$ cat config.mk
export PLATFORM = sky130hd
export DESIGN_NAME = gpio_pinmux_port
export DESIGN_NICKNAME = d
export VERILOG_FILES = /design/src/rtl/gpm_pkg.sv /design/src/rtl/gpm_rst_sync.sv /design/src/rtl/gpm_regfile.sv /design/src/rtl/gpm_pad_mux.sv /design/src/rtl/gpm_in_gate.sv /design/src/rtl/gpio_pinmux_port.sv
export SDC_FILE = /design/constraint.sdc
export NUM_CORES = 1
export LEC_CHECK = 0
export CORE_MARGIN = 2
export CORE_UTILIZATION = 47
export DETAILED_ROUTE_END_ITERATION = 12
export DONT_BUFFER_PORTS = 1
export MAX_ROUTING_LAYER = met4
export PLACE_DENSITY_LB_ADDON = 0.1
export RECOVER_POWER = 25
export SYNTH_ARGS = -nofsm -noshare
export SYNTH_HDL_FRONTEND = slang
export SYNTH_SLANG_ARGS = --single-unit
$ cat constraint.sdc
create_clock -name clk -period 3.7 [get_ports clk]
set_input_delay 0.37 -clock clk [delete_from_list [all_inputs] [get_ports clk]]
set_output_delay 0.37 -clock clk [all_outputs]
set_load 0.01 [all_outputs]
$ cat src/rtl/gpm_pkg.sv
package gpm_pkg;
  localparam int REG_MODE   = 0;
  localparam int REG_FSEL   = 1;
  localparam int REG_DIRSET = 2;
  localparam int REG_DIRCLR = 3;
  localparam int REG_OUTSET = 4;
  localparam int REG_OUTCLR = 5;
  localparam int REG_INEN   = 6;
  localparam int REG_PINVAL = 7;
endpackage

$ cat src/rtl/gpm_rst_sync.sv
module gpm_rst_sync (
  input  logic clk,
  input  logic rst_n,
  output logic rst_n_sync
);
  logic [1:0] stage_q;

  always_ff @(posedge clk or negedge rst_n) begin
    if (!rst_n) stage_q <= 2'b00;
    else        stage_q <= {stage_q[0], 1'b1};
  end

  assign rst_n_sync = stage_q[1];
endmodule

$ cat src/rtl/gpm_regfile.sv
module gpm_regfile
  import gpm_pkg::*;
#(
  parameter int NUM_PINS = 16,
  parameter int FSEL_W   = 2,
  parameter int ADDR_W   = 4,
  parameter int DATA_W   = 32
) (
  input  logic                         clk,
  input  logic                         rst_n,
  input  logic                         we,
  input  logic [ADDR_W-1:0]            addr,
  input  logic [DATA_W-1:0]            wdata,
  input  logic [NUM_PINS-1:0]          pin_val,
  output logic [DATA_W-1:0]            rdata,
  output logic [NUM_PINS-1:0]          mode_q,
  output logic [NUM_PINS*FSEL_W-1:0]   fsel_q,
  output logic [NUM_PINS-1:0]          dir_q,
  output logic [NUM_PINS-1:0]          dat_q,
  output logic [NUM_PINS-1:0]          inen_q
);
  localparam int SEL_BITS = NUM_PINS * FSEL_W;

  logic [NUM_PINS-1:0] mode_d, dir_d, dat_d, inen_d;
  logic [SEL_BITS-1:0] fsel_d;
  logic                mode_en, fsel_en, dir_en, dat_en, inen_en;
  logic [NUM_PINS-1:0] wbits;

  assign wbits = wdata[NUM_PINS-1:0];

  always_comb begin
    mode_en = 1'b0; fsel_en = 1'b0; dir_en = 1'b0; dat_en = 1'b0; inen_en = 1'b0;
    mode_d  = mode_q; fsel_d = fsel_q; dir_d = dir_q; dat_d = dat_q; inen_d = inen_q;
    if (we) begin
      case (addr)
        ADDR_W'(REG_MODE):   begin mode_en = 1'b1; mode_d = wbits; end
        ADDR_W'(REG_FSEL):   begin fsel_en = 1'b1; fsel_d = wdata[SEL_BITS-1:0]; end
        ADDR_W'(REG_DIRSET): begin dir_en = 1'b1;  dir_d  = dir_q | wbits; end
        ADDR_W'(REG_DIRCLR): begin dir_en = 1'b1;  dir_d  = dir_q & ~wbits; end
        ADDR_W'(REG_OUTSET): begin dat_en = 1'b1;  dat_d  = dat_q | wbits; end
        ADDR_W'(REG_OUTCLR): begin dat_en = 1'b1;  dat_d  = dat_q & ~wbits; end
        ADDR_W'(REG_INEN):   begin inen_en = 1'b1; inen_d = wbits; end
        default: ;
      endcase
    end
  end

  always_ff @(posedge clk or negedge rst_n) begin
    if (!rst_n) begin
      mode_q <= '0; fsel_q <= '0; dir_q <= '0; dat_q <= '0; inen_q <= '0;
    end else begin
      if (mode_en) mode_q <= mode_d;
      if (fsel_en) fsel_q <= fsel_d;
      if (dir_en)  dir_q  <= dir_d;
      if (dat_en)  dat_q  <= dat_d;
      if (inen_en) inen_q <= inen_d;
    end
  end

  always_comb begin
    rdata = '0;
    case (addr)
      ADDR_W'(REG_MODE):   rdata = DATA_W'(mode_q);
      ADDR_W'(REG_FSEL):   rdata = DATA_W'(fsel_q);
      ADDR_W'(REG_DIRSET),
      ADDR_W'(REG_DIRCLR): rdata = DATA_W'(dir_q);
      ADDR_W'(REG_OUTSET),
      ADDR_W'(REG_OUTCLR): rdata = DATA_W'(dat_q);
      ADDR_W'(REG_INEN):   rdata = DATA_W'(inen_q);
      ADDR_W'(REG_PINVAL): rdata = DATA_W'(pin_val);
      default:             rdata = '0;
    endcase
  end


  dir_set_chk: assert property (@(posedge clk) disable iff (!rst_n)
    (we && addr == ADDR_W'(REG_DIRSET)) |=> (dir_q == ($past(dir_q) | $past(wdata[NUM_PINS-1:0]))));

  dir_clr_chk: assert property (@(posedge clk) disable iff (!rst_n)
    (we && addr == ADDR_W'(REG_DIRCLR)) |=> ((dir_q & $past(wdata[NUM_PINS-1:0])) == '0));

  dat_clr_keep_chk: assert property (@(posedge clk) disable iff (!rst_n)
    (we && addr == ADDR_W'(REG_OUTCLR)) |=> ((dat_q & ~$past(wdata[NUM_PINS-1:0])) == ($past(dat_q) & ~$past(wdata[NUM_PINS-1:0]))));

  unmapped_write_chk: assert property (@(posedge clk) disable iff (!rst_n)
    (we && addr > ADDR_W'(REG_PINVAL)) |=> ($stable(mode_q) && $stable(fsel_q) && $stable(dir_q) && $stable(dat_q) && $stable(inen_q)));
endmodule

$ cat src/rtl/gpm_pad_mux.sv
module gpm_pad_mux #(
  parameter int NUM_PINS = 16,
  parameter int NUM_FUNC = 4,
  parameter int FSEL_W   = 2
) (
  input  logic                        clk,
  input  logic                        rst_n,
  input  logic [NUM_PINS-1:0]         mode_q,
  input  logic [NUM_PINS*FSEL_W-1:0]  fsel_q,
  input  logic [NUM_PINS-1:0]         dir_q,
  input  logic [NUM_PINS-1:0]         dat_q,
  input  logic [NUM_FUNC*NUM_PINS-1:0] per_out,
  input  logic [NUM_FUNC*NUM_PINS-1:0] per_oe,
  output logic [NUM_PINS-1:0]         pad_out,
  output logic [NUM_PINS-1:0]         pad_oe
);
  for (genvar n = 0; n < NUM_PINS; n++) begin : g_pin
    logic [NUM_FUNC-1:0] fn_out, fn_oe;
    logic [FSEL_W-1:0]   sel;
    assign sel = fsel_q[n*FSEL_W +: FSEL_W];
    for (genvar f = 0; f < NUM_FUNC; f++) begin : g_fn
      assign fn_out[f] = per_out[f*NUM_PINS + n];
      assign fn_oe[f]  = per_oe[f*NUM_PINS + n];
    end
    assign pad_out[n] = mode_q[n] ? fn_out[sel] : dat_q[n];
    assign pad_oe[n]  = mode_q[n] ? fn_oe[sel]  : dir_q[n];
  end


  sw_mode_pad_chk: assert property (@(posedge clk) disable iff (!rst_n)
    (((pad_oe ^ dir_q) & ~mode_q) == '0) && (((pad_out ^ dat_q) & ~mode_q) == '0));
endmodule

$ cat src/rtl/gpm_in_gate.sv
module gpm_in_gate #(
  parameter int NUM_PINS = 16
) (
  input  logic                clk,
  input  logic                rst_n,
  input  logic [NUM_PINS-1:0] pad_in,
  input  logic [NUM_PINS-1:0] inen_q,
  input  logic [NUM_PINS-1:0] pad_out,
  input  logic [NUM_PINS-1:0] pad_oe,
  output logic [NUM_PINS-1:0] pin_val,
  output logic [NUM_PINS-1:0] periph_in
);
  always_comb begin
    periph_in = pad_in & inen_q;
    pin_val   = periph_in | (~inen_q & pad_oe & pad_out);
  end


  gated_idle_pin_chk: assert property (@(posedge clk) disable iff (!rst_n)
    (pin_val & ~inen_q & ~pad_oe) == '0);

  gated_periph_chk: assert property (@(posedge clk) disable iff (!rst_n)
    (periph_in & ~pad_in) == '0);
endmodule

$ cat src/rtl/gpio_pinmux_port.sv
module gpio_pinmux_port #(
  parameter int NUM_PINS = 16,
  parameter int NUM_FUNC = 4,
  parameter int ADDR_W   = 4,
  parameter int DATA_W   = 32
) (
  input  logic                         clk,
  input  logic                         rst_n,
  input  logic                         bus_we,
  input  logic [ADDR_W-1:0]            bus_addr,
  input  logic [DATA_W-1:0]            bus_wdata,
  output logic [DATA_W-1:0]            bus_rdata,
  input  logic [NUM_PINS-1:0]          pad_in,
  output logic [NUM_PINS-1:0]          pad_out,
  output logic [NUM_PINS-1:0]          pad_oe,
  input  logic [NUM_FUNC*NUM_PINS-1:0] per_out,
  input  logic [NUM_FUNC*NUM_PINS-1:0] per_oe,
  output logic [NUM_PINS-1:0]          periph_in
);
  localparam int FSEL_W = (NUM_FUNC > 1) ? $clog2(NUM_FUNC) : 1;

  logic                       rst_n_sync;
  logic [NUM_PINS-1:0]        mode_q, dir_q, dat_q, inen_q, pin_val;
  logic [NUM_PINS*FSEL_W-1:0] fsel_q;

  gpm_rst_sync i_rst (.clk(clk), .rst_n(rst_n), .rst_n_sync(rst_n_sync));

  gpm_regfile #(.NUM_PINS(NUM_PINS), .FSEL_W(FSEL_W), .ADDR_W(ADDR_W), .DATA_W(DATA_W)) i_regs (
    .clk(clk), .rst_n(rst_n_sync), .we(bus_we), .addr(bus_addr), .wdata(bus_wdata),
    .pin_val(pin_val), .rdata(bus_rdata), .mode_q(mode_q), .fsel_q(fsel_q),
    .dir_q(dir_q), .dat_q(dat_q), .inen_q(inen_q)
  );

  gpm_pad_mux #(.NUM_PINS(NUM_PINS), .NUM_FUNC(NUM_FUNC), .FSEL_W(FSEL_W)) i_mux (
    .clk(clk), .rst_n(rst_n_sync), .mode_q(mode_q), .fsel_q(fsel_q), .dir_q(dir_q),
    .dat_q(dat_q), .per_out(per_out), .per_oe(per_oe), .pad_out(pad_out), .pad_oe(pad_oe)
  );

  gpm_in_gate #(.NUM_PINS(NUM_PINS)) i_gate (
    .clk(clk), .rst_n(rst_n_sync), .pad_in(pad_in), .inen_q(inen_q), .pad_out(pad_out),
    .pad_oe(pad_oe), .pin_val(pin_val), .periph_in(periph_in)
  );


  reset_idle_chk: assert property (@(posedge clk) !rst_n_sync |-> (pad_oe == '0 && mode_q == '0 && inen_q == '0));
endmodule

### Yosys cells after proc, flatten, opt, wreduce, memory -nomap -nowiden

Index checks and enable logic that the tools add are counted.

* logic and storage cells: 158
* bits in registers: 98
* bits of input ports: 183
* output and inout port bits: 80

* equal/unequal tests: 7
* bitwise operators: 10
* reductions and logical operators: 10
* multiplexer cells: 109
* magnitude comparators: 16

Operators by type and width (number)
* $pmux 32 s6: 1
* $and 16x16->16: 5
* $mux 1: 74
* $bmux 1 s2: 32
* $pmux 16 s2: 2
* $lt 2x3->1 const B: 16
* $or 16x16->16: 3
* $not 16->16: 2
* $eq 4x3->1 const B: 4
* $reduce_and 3->1: 5
* $eq 4x2->1 const B: 2
* $eq 4x1->1 const B: 1
* $logic_not 4->1: 1
* $reduce_bool 2->1: 2
* $reduce_or 2->1: 2

### Logic depth before layout (Yosys ltp)

Gate-level depths: netlist (run 1).

* word-level depth: 7
* gate-level depth with buffers: 7
* mapped depth without buffers: 4

### Hierarchy

Synthesis (run 1) repeated with hierarchy kept, for this count alone.

* cells, all modules: 619
* area, all modules: 6552.5 µm²

By module, submodules not included
* gpm_regfile: area an instance 4717.0 µm², seq. area each 2402.3 µm², cells an instance 392, instances 1
* gpm_pad_mux: area an instance 1461.4 µm², seq. area each 0.0 µm², cells an instance 176, instances 1
* gpm_in_gate: area an instance 320.3 µm², seq. area each 0.0 µm², cells an instance 48, instances 1
* gpm_rst_sync: area an instance 53.8 µm², seq. area each 50.0 µm², cells an instance 3, instances 1

### Worst setup path after synthesis (run 1)

Ideal clock, no wire load.

* kind: input to output
* start: in bus_addr[0]
* end: out bus_rdata[0]
* buffers on the path: 2
* stages: 5
* required time: 3.330 ns
* arrival: 1.575 ns
* setup slack: 1.755 ns
* cells stage by stage: clkbuf_1 > buf_1 > mux2_2 > a32oi_1 > o211ai_1

* word-level cells in the longest chain between the ends: 3
* elaborated cells between the ends (all ways): 11
* those cells by class: eq/ne (7); mux (1); reduce/logical (3)

RTL lines
* from (decl): line gpio_pinmux_port.sv:10 `input logic [ADDR_W-1:0] bus_addr,`
* $eq 4x3->1 or $eq 4x2->1 (tied branches): line gpm_regfile.sv:62 `case (addr)`
* $reduce_or 2->1 (no line)
* $pmux 32 s6 (*): line gpm_regfile.sv:62
* to (decl): line gpio_pinmux_port.sv:12 `output logic [DATA_W-1:0] bus_rdata,`

Every way passes the cells marked *; elsewhere a longest branch is shown, timed or not.

### Worst setup path in the final report (run 1)

* start: reg i_regs.fsel_q[6]
* end: out bus_rdata[3]

* word-level cells in the longest chain between the ends: 7
* elaborated cells between the ends (all ways): 10
* those cells by class: mux (7); bitwise (3)

RTL lines
* from (decl): line gpm_regfile.sv:17 `output logic [NUM_PINS*FSEL_W-1:0] fsel_q,`
* from (signal assigned): line gpm_regfile.sv:53 `if (fsel_en) fsel_q <= fsel_d;`
* $bmux 1 s2: line gpm_pad_mux.sv:26 `assign pad_oe[n] = mode_q[n] ? fn_oe[sel] : dir_q[n];`
* $mux 1 (not written as such): line gpm_pad_mux.sv:26
* $mux 1: line gpm_pad_mux.sv:26
* net pad_oe[3]: line gpio_pinmux_port.sv:15 `output logic [NUM_PINS-1:0] pad_oe,`
* $and 16x16->16 (2 in a row): line gpm_in_gate.sv:15 `pin_val = periph_in | (~inen_q & pad_oe & pad_out);`
* $or 16x16->16: line gpm_in_gate.sv:15
* $pmux 32 s6: line gpm_regfile.sv:62

The timed path passes the listed nets, and every way through them passes these cells. The select of a mux whose other input is x is not followed.

==> flow_results.xml, run 1 <==
<?xml version="1.0" encoding="UTF-8"?>
<metrics>
  <group name="sta">
    <metric name="final.hold.worst_slack" unit="ns">0.106</metric>
    <metric name="slew_viol_final" unit="">117</metric>
    <metric name="tightestPinTransition" unit="ns">1.84</metric>
    <metric name="fin_setup_tns" unit="ns">0</metric>
    <metric name="timing.slew.headroom" unit="">-0.224</metric>
    <metric name="finalCritPeriodShare" unit="">0.732</metric>
    <metric name="clock-skew-final" unit="ns">0.00490</metric>
    <metric name="finalWorstPathRequiredPeriod" unit="ns">2.71</metric>
    <metric name="max_clock_freq" unit="MHz">369</metric>
    <metric name="grt_setup_unrepaired" unit="">false</metric>
    <metric name="timing_hold_violations_final" unit="">0</metric>
    <metric name="timing.final.setup_violations" unit="">0</metric>
  </group>
  <group name="final_layout">
    <metric name="diodes" unit="">0</metric>
    <metric name="drive_gt1_frac" unit="">0.162</metric>
    <metric name="final_net_count" unit="">758</metric>
    <metric name="syn2layout_area_growth" unit="%">5.61</metric>
  </group>
  <group name="grt">
    <metric name="largest_net_degree_at_the_start_of_global_routing" unit="">84</metric>
    <metric name="grt_pass1_wl" unit="um">28200</metric>
    <metric name="antenna_found_initial" unit="">0</metric>
    <metric name="sum_of_overflow_across_all_layers_after_global_routing" unit="">0</metric>
    <metric name="track_usage" unit="">0.266</metric>
    <metric name="first_global_vias" unit="">4944</metric>
  </group>
  <group name="logic_synthesis">
    <metric name="most_common_library_cells_after_synthesis" unit="">sky130_fd_sc_hd__dfrtp_1 (98), sky130_fd_sc_hd__mux2_2 (70), sky130_fd_sc_hd__mux2i_1 (64)</metric>
    <metric name="synth_register_bits" unit="">98</metric>
    <metric name="synthDistinctLibCells" unit="">37</metric>
    <metric name="synth_largest_area_cell" unit="">sky130_fd_sc_hd__dfrtp_1</metric>
    <metric name="synth_top_cells_by_area" unit="">sky130_fd_sc_hd__dfrtp_1 (40%), sky130_fd_sc_hd__mux2_2 (13%), sky130_fd_sc_hd__mux2i_1 (10%)</metric>
    <metric name="mappedNetlistArea" unit="um^2">6200</metric>
    <metric name="synth_top_flop_cell" unit="">sky130_fd_sc_hd__dfrtp_1</metric>
    <metric name="yosys.area.top_type_share" unit="">0.395</metric>
    <metric name="syn_avg_cell_area" unit="um^2">10.2</metric>
    <metric name="yosysMostFrequentCell" unit="">sky130_fd_sc_hd__dfrtp_1</metric>
    <metric name="synth_async_sr_flop_share" unit="">1.00</metric>
    <metric name="synth_sequential_area_ratio" unit="">0.395</metric>
    <metric name="synthesized_netlist_cell_count" unit="">608</metric>
    <metric name="synth_enable_flop_cells" unit="">0</metric>
    <metric name="synth.net_count" unit="">791</metric>
    <metric name="ys.warnings.count" unit="">0</metric>
  </group>
  <group name="drt">
    <metric name="postRouteWirelength" unit="um">18200</metric>
    <metric name="first_pass_iters" unit="">5</metric>
    <metric name="ant_nets" unit="">0</metric>
    <metric name="num_vias" unit="">4983</metric>
    <metric name="detail_route.wl_per_cell" unit="um">24.3</metric>
    <metric name="post-route-drc-count" unit="">0</metric>
    <metric name="post_drt_via_cell_ratio" unit="">6.63</metric>
    <metric name="drt_iter0_markers" unit="">375</metric>
  </group>
  <group name="cts">
    <metric name="cts-root-to-sink-buffers" unit="">2</metric>
    <metric name="clock_sink_count" unit="">98</metric>
    <metric name="cts_tree" unit="">built</metric>
    <metric name="clk_transition_reported_paths" unit="ns">0.07</metric>
    <metric name="tritoncts_buffers" unit="">9</metric>
    <metric name="postCtsResizedCells" unit="">0</metric>
    <metric name="htreeDepth" unit="">3</metric>
    <metric name="clk_root_buffer_cell" unit="">sky130_fd_sc_hd__clkbuf_16</metric>
    <metric name="worstSkewPairLatency" unit="ns">0.35</metric>
  </group>
  <group name="flow_run">
    <metric name="max_cap_violations" unit="">2</metric>
  </group>
  <group name="status">
    <metric name="run_status" unit="">finished with violations</metric>
    <metric name="failed_checks" unit="">capacitance limit, slew limit</metric>
  </group>
  <group name="floorplanning">
    <metric name="dieArea" unit="um^2">14100</metric>
    <metric name="die_w" unit="um">119</metric>
    <metric name="chipHeight" unit="um">119</metric>
    <metric name="io-pin-count" unit="">263</metric>
    <metric name="core_region_area" unit="um^2">12800</metric>
    <metric name="initial_core_util" unit="">0.486</metric>
    <metric name="core.rowCount" unit="">41</metric>
  </group>
  <group name="setup_path">
    <metric name="crit-reg2reg-capture" unit="">i_regs.inen_q[6]</metric>
    <metric name="critPathCaptureType" unit="">primary output</metric>
    <metric name="criticalPathCategory" unit="">reg -&gt; out</metric>
    <metric name="worstPathMaxFanout" unit="">6</metric>
    <metric name="ff2ff_setup_slack" unit="ns">1.81</metric>
    <metric name="critical_path_arrival" unit="ns">2.34</metric>
    <metric name="ff2ff_path_depth" unit="">1</metric>
    <metric name="rr_startpoint" unit="">i_rst.stage_q[1]</metric>
    <metric name="critPathRequiredTime" unit="ns">3.33</metric>
    <metric name="worstSetupStartpointType" unit="">flop</metric>
  </group>
  <group name="placed_design">
    <metric name="place_congestion" unit="">0.812</metric>
    <metric name="dpl.hpwl" unit="um">12800</metric>
    <metric name="io_buffers" unit="">0</metric>
  </group>
  <group name="power_and_ir_drop">
    <metric name="static_leakage" unit="uW">0.00263</metric>
    <metric name="cellPowerDensity" unit="nW/um^2">539</metric>
    <metric name="vdd_ir_drop_max" unit="V">0.000322</metric>
  </group>
  <group name="hold_path">
    <metric name="hold_depth" unit="">1</metric>
    <metric name="worstHoldStart" unit="">bus_wdata[0]</metric>
    <metric name="worstHoldPathType" unit="">in -&gt; reg</metric>
  </group>
</metrics>
[placed cells by master (no fill, tap or decap), types with 2 or more instances in the layout]
cell type / instances
sky130_fd_sc_hd__clkbuf_1: 3
sky130_fd_sc_hd__a211oi_1: 6
sky130_fd_sc_hd__a311o_1: 6
sky130_fd_sc_hd__mux2_2: 70
sky130_fd_sc_hd__dfrtp_1: 97
sky130_fd_sc_hd__nor2b_1: 2
sky130_fd_sc_hd__clkinvlp_4: 3
sky130_fd_sc_hd__nor3b_1: 6
sky130_fd_sc_hd__o211ai_1: 7
sky130_fd_sc_hd__nand3_1: 11
sky130_fd_sc_hd__clkbuf_16: 9
sky130_fd_sc_hd__a31oi_1: 32
sky130_fd_sc_hd__and3b_1: 3
sky130_fd_sc_hd__nand3b_1: 7
sky130_fd_sc_hd__clkbuf_8: 3
sky130_fd_sc_hd__mux2i_1: 64
sky130_fd_sc_hd__or3_1: 2
sky130_fd_sc_hd__nand4_1: 2
sky130_fd_sc_hd__a2bb2oi_1: 3
sky130_fd_sc_hd__and2_0: 16
sky130_fd_sc_hd__o311ai_0: 6
sky130_fd_sc_hd__a32oi_1: 7
sky130_fd_sc_hd__nand2b_1: 61
sky130_fd_sc_hd__a22oi_1: 19
sky130_fd_sc_hd__o221ai_1: 32
sky130_fd_sc_hd__and2_1: 3
sky130_fd_sc_hd__nor2_1: 12
sky130_fd_sc_hd__nand2_1: 25
sky130_fd_sc_hd__buf_4: 6
sky130_fd_sc_hd__and3_1: 16
sky130_fd_sc_hd__a21oi_1: 32
[logic make-up after synthesis]
kind of cell	after synthesis	share of synthesized area
other	1	0.000605
buffers and inverters	53	0.0371
DFF	98	0.395
and+or+nand+nor	170	0.159
muxes	135	0.232
AOI/OAI and AO/OA	151	0.176
[worst max path at each step]
| stage | startpoint | end | slack, ns |
|---|---|---|---|
| detailed placement | bus_addr[3] | i_regs.inen_q[7] | 1.19 |
| global placement | bus_addr[3] | i_regs.inen_q[6] | 1.23 |
| global route | i_regs.fsel_q[10] | bus_rdata[5] | 0.86 |
| CTS | i_regs.fsel_q[10] | bus_rdata[5] | 0.95 |
| finish | i_regs.fsel_q[6] | bus_rdata[3] | 0.99 |
| floorplan | i_rst.stage_q[1] | asynchronous set/reset pin | 0.77 |
[stage by stage]
step,utilization,setup WS [ns],instances,area [um^2],total power [uW]
floorplan,-,0.768,608,6200,2420
global placement,0.490,1.23,735,6260,2600
detailed placement,0.490,1.19,735,6260,2640
CTS,0.514,0.945,752,6570,3560
global route,0.513,0.862,752,6550,3750
finish,0.513,0.991,752,6550,3530
[power breakdown]
group	switching [uW]	total [uW]	internal [uW]
Combinational	470	958	488
Clock	405	917	511
Sequential	338	1660	1320
[worst max-delay path, stage by stage (launching register included)]
cell	delay, ns
sky130_fd_sc_hd__dfrtp_1	0.47
sky130_fd_sc_hd__mux2i_1	0.17
sky130_fd_sc_hd__o221ai_1	0.38
sky130_fd_sc_hd__nand2_1	0.17
sky130_fd_sc_hd__o311ai_0	0.80
[layer usage]
layer	routed length (um)	track usage	up-vias	part of all wire
met5	0	-	-	0
met4	231	0.0573	0	0.013
met3	1480	0.0814	17	0.081
met2	9060	0.427	223	0.50
met1	7480	0.334	2489	0.41
li1	-	-	2254	-
[what timing repair did]
action	4_1_cts	5_1_grt
hold buffers	1	0
buffers inserted	0	0
hold endpoints to repair	2	0
[area by class of cell]
type | count | area [um^2]
clock buffer | 13 | 270
clock inverter | 3 | 22.5
fill | 1176 | 6220
multi-input combinational | 457 | 3530
sequential | 98 | 2450
tap | 172 | 215
timing repair buffer | 9 | 62.6
Note: power is estimated with default switching activity, not from simulation.
==> inputs of run 2 (changes only) <==
==> constraint.sdc (replaced) <==
create_clock -name clk -period 2.8 [get_ports clk]
set_input_delay 0.28 -clock clk [delete_from_list [all_inputs] [get_ports clk]]
set_output_delay 0.28 -clock clk [all_outputs]
set_load 0.01 [all_outputs]
==> flow_results.xml, run 2 (synthesized netlist as in run 1, its figures left out) <==
<?xml version="1.0" encoding="UTF-8"?>
<metrics>
  <group name="floorplanning">
    <metric name="core.rowCount" unit="">41</metric>
    <metric name="initial_core_util" unit="">0.486</metric>
    <metric name="io-pin-count" unit="">263</metric>
    <metric name="dieArea" unit="um^2">14100</metric>
    <metric name="core_region_area" unit="um^2">12800</metric>
    <metric name="chipHeight" unit="um">119</metric>
    <metric name="die_w" unit="um">119</metric>
  </group>
  <group name="sta">
    <metric name="finalWorstPathRequiredPeriod" unit="ns">2.32</metric>
    <metric name="timing_hold_violations_final" unit="">0</metric>
    <metric name="fin_setup_tns" unit="ns">0</metric>
    <metric name="max_clock_freq" unit="MHz">432</metric>
    <metric name="grt_setup_unrepaired" unit="">false</metric>
    <metric name="final.hold.worst_slack" unit="ns">0.0293</metric>
    <metric name="timing.final.setup_violations" unit="">0</metric>
    <metric name="timing.slew.headroom" unit="">0.0649</metric>
    <metric name="slew_viol_final" unit="">0</metric>
    <metric name="tightestPinTransition" unit="ns">1.40</metric>
    <metric name="clock-skew-final" unit="ns">0.00421</metric>
    <metric name="finalCritPeriodShare" unit="">0.827</metric>
  </group>
  <group name="cts">
    <metric name="clock_sink_count" unit="">98</metric>
    <metric name="cts_tree" unit="">built</metric>
    <metric name="htreeDepth" unit="">3</metric>
    <metric name="postCtsResizedCells" unit="">0</metric>
    <metric name="clk_root_buffer_cell" unit="">sky130_fd_sc_hd__clkbuf_16</metric>
    <metric name="tritoncts_buffers" unit="">9</metric>
    <metric name="worstSkewPairLatency" unit="ns">0.34</metric>
    <metric name="cts_setup_buffers" unit="">0</metric>
    <metric name="clk_transition_reported_paths" unit="ns">0.06</metric>
    <metric name="cts-root-to-sink-buffers" unit="">2</metric>
  </group>
  <group name="setup_path">
    <metric name="ff2ff_setup_slack" unit="ns">0.53</metric>
    <metric name="rr_startpoint" unit="">i_rst.stage_q[1]</metric>
    <metric name="criticalPathCategory" unit="">reg -&gt; out</metric>
    <metric name="crit_slowest_cell" unit="">sky130_fd_sc_hd__dfrtp_1</metric>
    <metric name="worstSetupStartpointType" unit="">flop</metric>
    <metric name="critPathRequiredTime" unit="ns">2.52</metric>
    <metric name="critical_path_arrival" unit="ns">2.04</metric>
    <metric name="ff2ff_path_depth" unit="">1</metric>
    <metric name="slowest_delay" unit="ns">0.47</metric>
    <metric name="timing.critical_path.cells" unit="">mux2i_1, o221ai_1, nand2_1, o311ai_0, buf_4</metric>
    <metric name="critPathCaptureType" unit="">primary output</metric>
    <metric name="worstPathMaxFanout" unit="">6</metric>
  </group>
  <group name="hold_path">
    <metric name="worstHoldStart" unit="">bus_wdata[1]</metric>
    <metric name="worstHoldPathType" unit="">in -&gt; reg</metric>
    <metric name="hold_depth" unit="">1</metric>
  </group>
  <group name="grt">
    <metric name="first_global_vias" unit="">4990</metric>
    <metric name="track_usage" unit="">0.269</metric>
    <metric name="sum_of_overflow_across_all_layers_after_global_routing" unit="">0</metric>
    <metric name="gr-max-usage-layer" unit="">met2</metric>
    <metric name="grt_use_met1" unit="">0.332</metric>
    <metric name="grt_use_met3" unit="">0.0603</metric>
    <metric name="grt_use_met2" unit="">0.436</metric>
    <metric name="largest_net_degree_at_the_start_of_global_routing" unit="">83</metric>
    <metric name="antenna_found_initial" unit="">0</metric>
    <metric name="grt_pass1_wl" unit="um">28600</metric>
  </group>
  <group name="power_and_ir_drop">
    <metric name="cellPowerDensity" unit="nW/um^2">699</metric>
    <metric name="design_power_total" unit="uW">4640</metric>
    <metric name="vdd_ir_drop_max" unit="V">0.000303</metric>
    <metric name="static_leakage" unit="uW">0.00271</metric>
  </group>
  <group name="drt">
    <metric name="num_vias" unit="">4969</metric>
    <metric name="detail_route.wl_per_cell" unit="um">24.2</metric>
    <metric name="postRouteWirelength" unit="um">18500</metric>
    <metric name="drt_iter0_markers" unit="">281</metric>
    <metric name="post-route-drc-count" unit="">0</metric>
    <metric name="post_drt_via_cell_ratio" unit="">6.50</metric>
    <metric name="first_pass_iters" unit="">4</metric>
    <metric name="ant_nets" unit="">0</metric>
  </group>
  <group name="final_layout">
    <metric name="final_cell_mix" unit="">sky130_fd_sc_hd__dfrtp_1 (98), sky130_fd_sc_hd__mux2_2 (70), sky130_fd_sc_hd__mux2i_1 (64), sky130_fd_sc_hd__nand2b_1 (61)</metric>
    <metric name="final_cell_count_no_fill" unit="">765</metric>
    <metric name="syn2layout_area_growth" unit="%">6.88</metric>
    <metric name="diodes" unit="">0</metric>
    <metric name="mostFrequentLayoutCell" unit="">sky130_fd_sc_hd__dfrtp_1</metric>
    <metric name="final_net_count" unit="">771</metric>
    <metric name="drive_gt1_frac" unit="">0.177</metric>
  </group>
  <group name="placed_design">
    <metric name="dpl.hpwl" unit="um">13400</metric>
    <metric name="io_buffers" unit="">0</metric>
    <metric name="place_inst" unit="">748</metric>
    <metric name="place_congestion" unit="">0.839</metric>
  </group>
  <group name="status">
    <metric name="run_status" unit="">complete, no violations</metric>
  </group>
  <group name="flow_run">
    <metric name="max_cap_violations" unit="">0</metric>
  </group>
</metrics>
==> run 2: cell types whose count changed in the layout (fill, tap and decap cells not counted) <==
cell                         delta
sky130_fd_sc_hd__and2_0        -16
sky130_fd_sc_hd__and2_1        +16
sky130_fd_sc_hd__buf_4         +12
sky130_fd_sc_hd__clkinv_2       +3
sky130_fd_sc_hd__clkinvlp_4     -3
sky130_fd_sc_hd__clkbuf_1       +1
sky130_fd_sc_hd__clkbuf_4       +1
sky130_fd_sc_hd__clkbuf_8       -1
sky130_fd_sc_hd__dfrtp_1        +1
sky130_fd_sc_hd__dfrtp_2        -1
==> run 2: worst max-delay path by stage <==
| stage | startpoint | to | slack [ns] |
|---|---|---|---|
| 6_report | i_regs.fsel_q[10] | bus_rdata[5] | 0.48 |
| 5_1_grt | i_rst.stage_q[1] | asynchronous set/reset pin | 0.14 |
| 4_1_cts | i_regs.fsel_q[10] | bus_rdata[5] | 0.43 |
| 3_5_place_dp | i_regs.fsel_q[10] | bus_rdata[5] | 0.80 |
| 3_3_place_gp | i_regs.fsel_q[10] | bus_rdata[5] | 0.82 |
| 2_1_floorplan | i_regs.fsel_q[10] | bus_rdata[5] | 0.96 |
==> run 2: where the power goes <==
group          total (uW)  internal, uW  leakage (uW)  switching [uW]
sequential           2180          1740       0.00117             433
combinational        1290           661       0.00140             632
clock                1170           648      0.000139             519
==> run 2: stage by stage <==
stage	setup WS, ns	util	area (um^2)
after floorplan	0.961	-	6200
after global placement	0.819	0.499	6370
after detailed placement	0.801	0.499	6370
after CTS	0.426	0.521	6660
after global routing	0.145	0.519	6630
final	0.484	0.519	6630
==> run 2: timing repair <==
item | 4_1_cts | 5_1_grt
endpoints found under the hold margin | 2 | 0
hold buffers | 1 | 0
endpoints found under the setup margin | 0 | 0
==> run 2: layout make-up <==
cell class / instances / area [um^2]
fill: 1230 / 6140
multi-input combinational: 457 / 3530
sequential: 98 / 2450
clock buffer: 13 / 260
tap: 172 / 215
timing repair buffer: 22 / 160
clock inverter: 3 / 15.0
==> run 2: layer usage <==
metal / wire (um) / part of all wire
met1: 7370 / 0.40
met2: 9160 / 0.50
met3: 1590 / 0.086
met4: 382 / 0.021
met5: 0 / 0
==> run 2: worst max-delay path: cells and delay by family, from the launching register on <==
family	cells	cell delay [ns]
AO/OA/AOI/OAI	2	0.75
AND/OR/NAND/NOR	1	0.12
flip-flops	1	0.47
buffers and inverters	1	0.20
multiplexers	1	0.16
==> inputs of run 3 (changes only) <==
==> constraint.sdc (replaced) <==
create_clock -name clk -period 2.1 [get_ports clk]
set_input_delay 0.21 -clock clk [delete_from_list [all_inputs] [get_ports clk]]
set_output_delay 0.21 -clock clk [all_outputs]
set_load 0.01 [all_outputs]
==> flow_results.xml, run 3 (synthesized netlist as in run 1, its figures left out) <==
<?xml version="1.0" encoding="UTF-8"?>
<metrics>
  <group name="status">
    <metric name="run_status" unit="">complete, no violations</metric>
  </group>
  <group name="floorplanning">
    <metric name="io-pin-count" unit="">263</metric>
    <metric name="initial_core_util" unit="">0.486</metric>
    <metric name="core.rowCount" unit="">41</metric>
    <metric name="die_w" unit="um">119</metric>
    <metric name="core_region_area" unit="um^2">12800</metric>
    <metric name="chipHeight" unit="um">119</metric>
    <metric name="dieArea" unit="um^2">14100</metric>
  </group>
  <group name="sta">
    <metric name="timing.final.setup_violations" unit="">0</metric>
    <metric name="tightestPinTransition" unit="ns">1.48</metric>
    <metric name="clock-skew-final" unit="ns">0.00901</metric>
    <metric name="finalWorstPathRequiredPeriod" unit="ns">1.99</metric>
    <metric name="grt_setup_unrepaired" unit="">false</metric>
    <metric name="timing_hold_violations_final" unit="">0</metric>
    <metric name="slew_viol_final" unit="">0</metric>
    <metric name="max_clock_freq" unit="MHz">504</metric>
    <metric name="timing.slew.headroom" unit="">0.0118</metric>
    <metric name="fin_setup_tns" unit="ns">0</metric>
    <metric name="finalCritPeriodShare" unit="">0.945</metric>
  </group>
  <group name="flow_run">
    <metric name="max_cap_violations" unit="">0</metric>
  </group>
  <group name="setup_path">
    <metric name="worstSetupStartpointType" unit="">flop</metric>
    <metric name="critPathRequiredTime" unit="ns">1.89</metric>
    <metric name="worstPathMaxFanout" unit="">6</metric>
    <metric name="critical_path_arrival" unit="ns">1.78</metric>
    <metric name="critPathCaptureType" unit="">primary output</metric>
    <metric name="rr_startpoint" unit="">i_rst.stage_q[1]</metric>
    <metric name="setup.worst_path.start" unit="">i_regs.fsel_q[27]</metric>
    <metric name="criticalPathCategory" unit="">reg -&gt; out</metric>
  </group>
  <group name="placed_design">
    <metric name="place_inst" unit="">760</metric>
    <metric name="io_buffers" unit="">0</metric>
    <metric name="dpl.hpwl" unit="um">13300</metric>
    <metric name="place_congestion" unit="">0.850</metric>
  </group>
  <group name="power_and_ir_drop">
    <metric name="static_leakage" unit="uW">0.00297</metric>
    <metric name="vdd_ir_drop_max" unit="V">0.000654</metric>
    <metric name="design_power_total" unit="uW">6710</metric>
    <metric name="cellPowerDensity" unit="nW/um^2">930</metric>
  </group>
  <group name="grt">
    <metric name="largest_net_degree_at_the_start_of_global_routing" unit="">53</metric>
    <metric name="first_global_vias" unit="">5216</metric>
    <metric name="antenna_found_initial" unit="">0</metric>
    <metric name="track_usage" unit="">0.282</metric>
    <metric name="grt_pass1_wl" unit="um">29700</metric>
    <metric name="sum_of_overflow_across_all_layers_after_global_routing" unit="">0</metric>
  </group>
  <group name="cts">
    <metric name="cts-root-to-sink-buffers" unit="">2</metric>
    <metric name="worstSkewPairLatency" unit="ns">0.35</metric>
    <metric name="tritoncts_buffers" unit="">9</metric>
    <metric name="htreeDepth" unit="">3</metric>
    <metric name="clk_transition_reported_paths" unit="ns">0.07</metric>
    <metric name="clk_root_buffer_cell" unit="">sky130_fd_sc_hd__clkbuf_16</metric>
    <metric name="cts_tree" unit="">built</metric>
    <metric name="clock_sink_count" unit="">98</metric>
    <metric name="cts_setup_buffers" unit="">0</metric>
  </group>
  <group name="drt">
    <metric name="postRouteWirelength" unit="um">19600</metric>
    <metric name="num_vias" unit="">5292</metric>
    <metric name="first_pass_iters" unit="">5</metric>
    <metric name="post-route-drc-count" unit="">0</metric>
    <metric name="post_drt_via_cell_ratio" unit="">6.53</metric>
    <metric name="detail_route.wl_per_cell" unit="um">24.3</metric>
    <metric name="ant_nets" unit="">0</metric>
    <metric name="drt_iter0_markers" unit="">338</metric>
  </group>
  <group name="final_layout">
    <metric name="final_net_count" unit="">816</metric>
    <metric name="diodes" unit="">0</metric>
    <metric name="drive_gt1_frac" unit="">0.210</metric>
    <metric name="final_cell_count_no_fill" unit="">810</metric>
    <metric name="syn2layout_area_growth" unit="%">16.4</metric>
    <metric name="final_cell_mix" unit="">sky130_fd_sc_hd__dfrtp_1 (95), sky130_fd_sc_hd__mux2_2 (70), sky130_fd_sc_hd__mux2i_1 (64), sky130_fd_sc_hd__nand2b_1 (61), sky130_fd_sc_hd__dlygate4sd3_1 (33)</metric>
    <metric name="mostFrequentLayoutCell" unit="">sky130_fd_sc_hd__dfrtp_1</metric>
    <metric name="postLayoutCoreUtil" unit="">0.565</metric>
  </group>
  <group name="hold_path">
    <metric name="worstHoldPathType" unit="">in -&gt; reg</metric>
    <metric name="worstHoldStart" unit="">bus_wdata[7]</metric>
  </group>
</metrics>
-- run 3: changes by cell type in the layout (fill, tap and decap cells not counted), sizes merged --
| cell | delta |
|---|---|
| dlygate4sd3 | +32 |
| clkinvlp | +1 |
| bufinv | +2 |
| clkinv | -2 |
| clkbuf | -4 |
| buf | +16 |
-- run 3: worst paths after layout --
check	to	slack [ns]	cells after the start
hold reg to reg	i_rst.stage_q[1]	0.35	0
setup reg to reg	i_regs.fsel_q[29]	0.51	0
setup / recovery	bus_rdata[13]	0.11	5
min in group asynchronous	i_rst.stage_q[0]	0.10	1
hold / removal	i_regs.inen_q[7]	0.01	1
max in group asynchronous	i_regs.fsel_q[29]	0.51	0
-- run 3: layer usage --
layer  wire (um)  track usage
met1        8000        0.357
met2        9730        0.462
met3        1620       0.0680
met4         293       0.0610
met5           0            -
-- run 3: where the power goes --
part,total (uW),internal [uW],switching (uW)
registers,2900,2330,572
clock network,1860,1140,724
logic,1950,1020,930
total,6710,4490,2230
-- run 3: per-stage QoR --
stage          area (um^2)  setup WS, ns  hold WS (ns)
2_1_floorplan         6200         0.331       -0.0856
3_3_place_gp          6470         0.379       -0.0855
3_5_place_dp          6470         0.320       -0.0855
4_1_cts               7120        0.0123      0.000173
5_1_grt               7220        0.0118      0.000127
6_report              7220         0.114        0.0102
-- run 3: cell type report --
class                           count  area (um^2)
Clock inverter                      4         72.6
Tap cell                          172          215
Multi-Input combinational cell    457         3580
Timing Repair Buffer               67          623
Sequential cell                    98         2460
Clock buffer                       12          267
Fill cell                        1122         5560
-- run 3: critical path: stages, from the launching register on --
cell and delay (ns):
sky130_fd_sc_hd__dfrtp_1 0.46, sky130_fd_sc_hd__mux2i_1 0.16, sky130_fd_sc_hd__o221ai_1 0.35, sky130_fd_sc_hd__nand3_1 0.15, sky130_fd_sc_hd__o211ai_1 0.15, sky130_fd_sc_hd__buf_4 0.16
-- run 3: what timing repair did --
| action | CTS | global route |
|---|---|---|
| pin swaps | 0 | 3 |
| gates resized for setup | 4 | 13 |
| hold buffers | 28 | 6 |
| endpoints found under the setup margin | 3 | 7 |
| hold endpoints to repair | 71 | 7 |
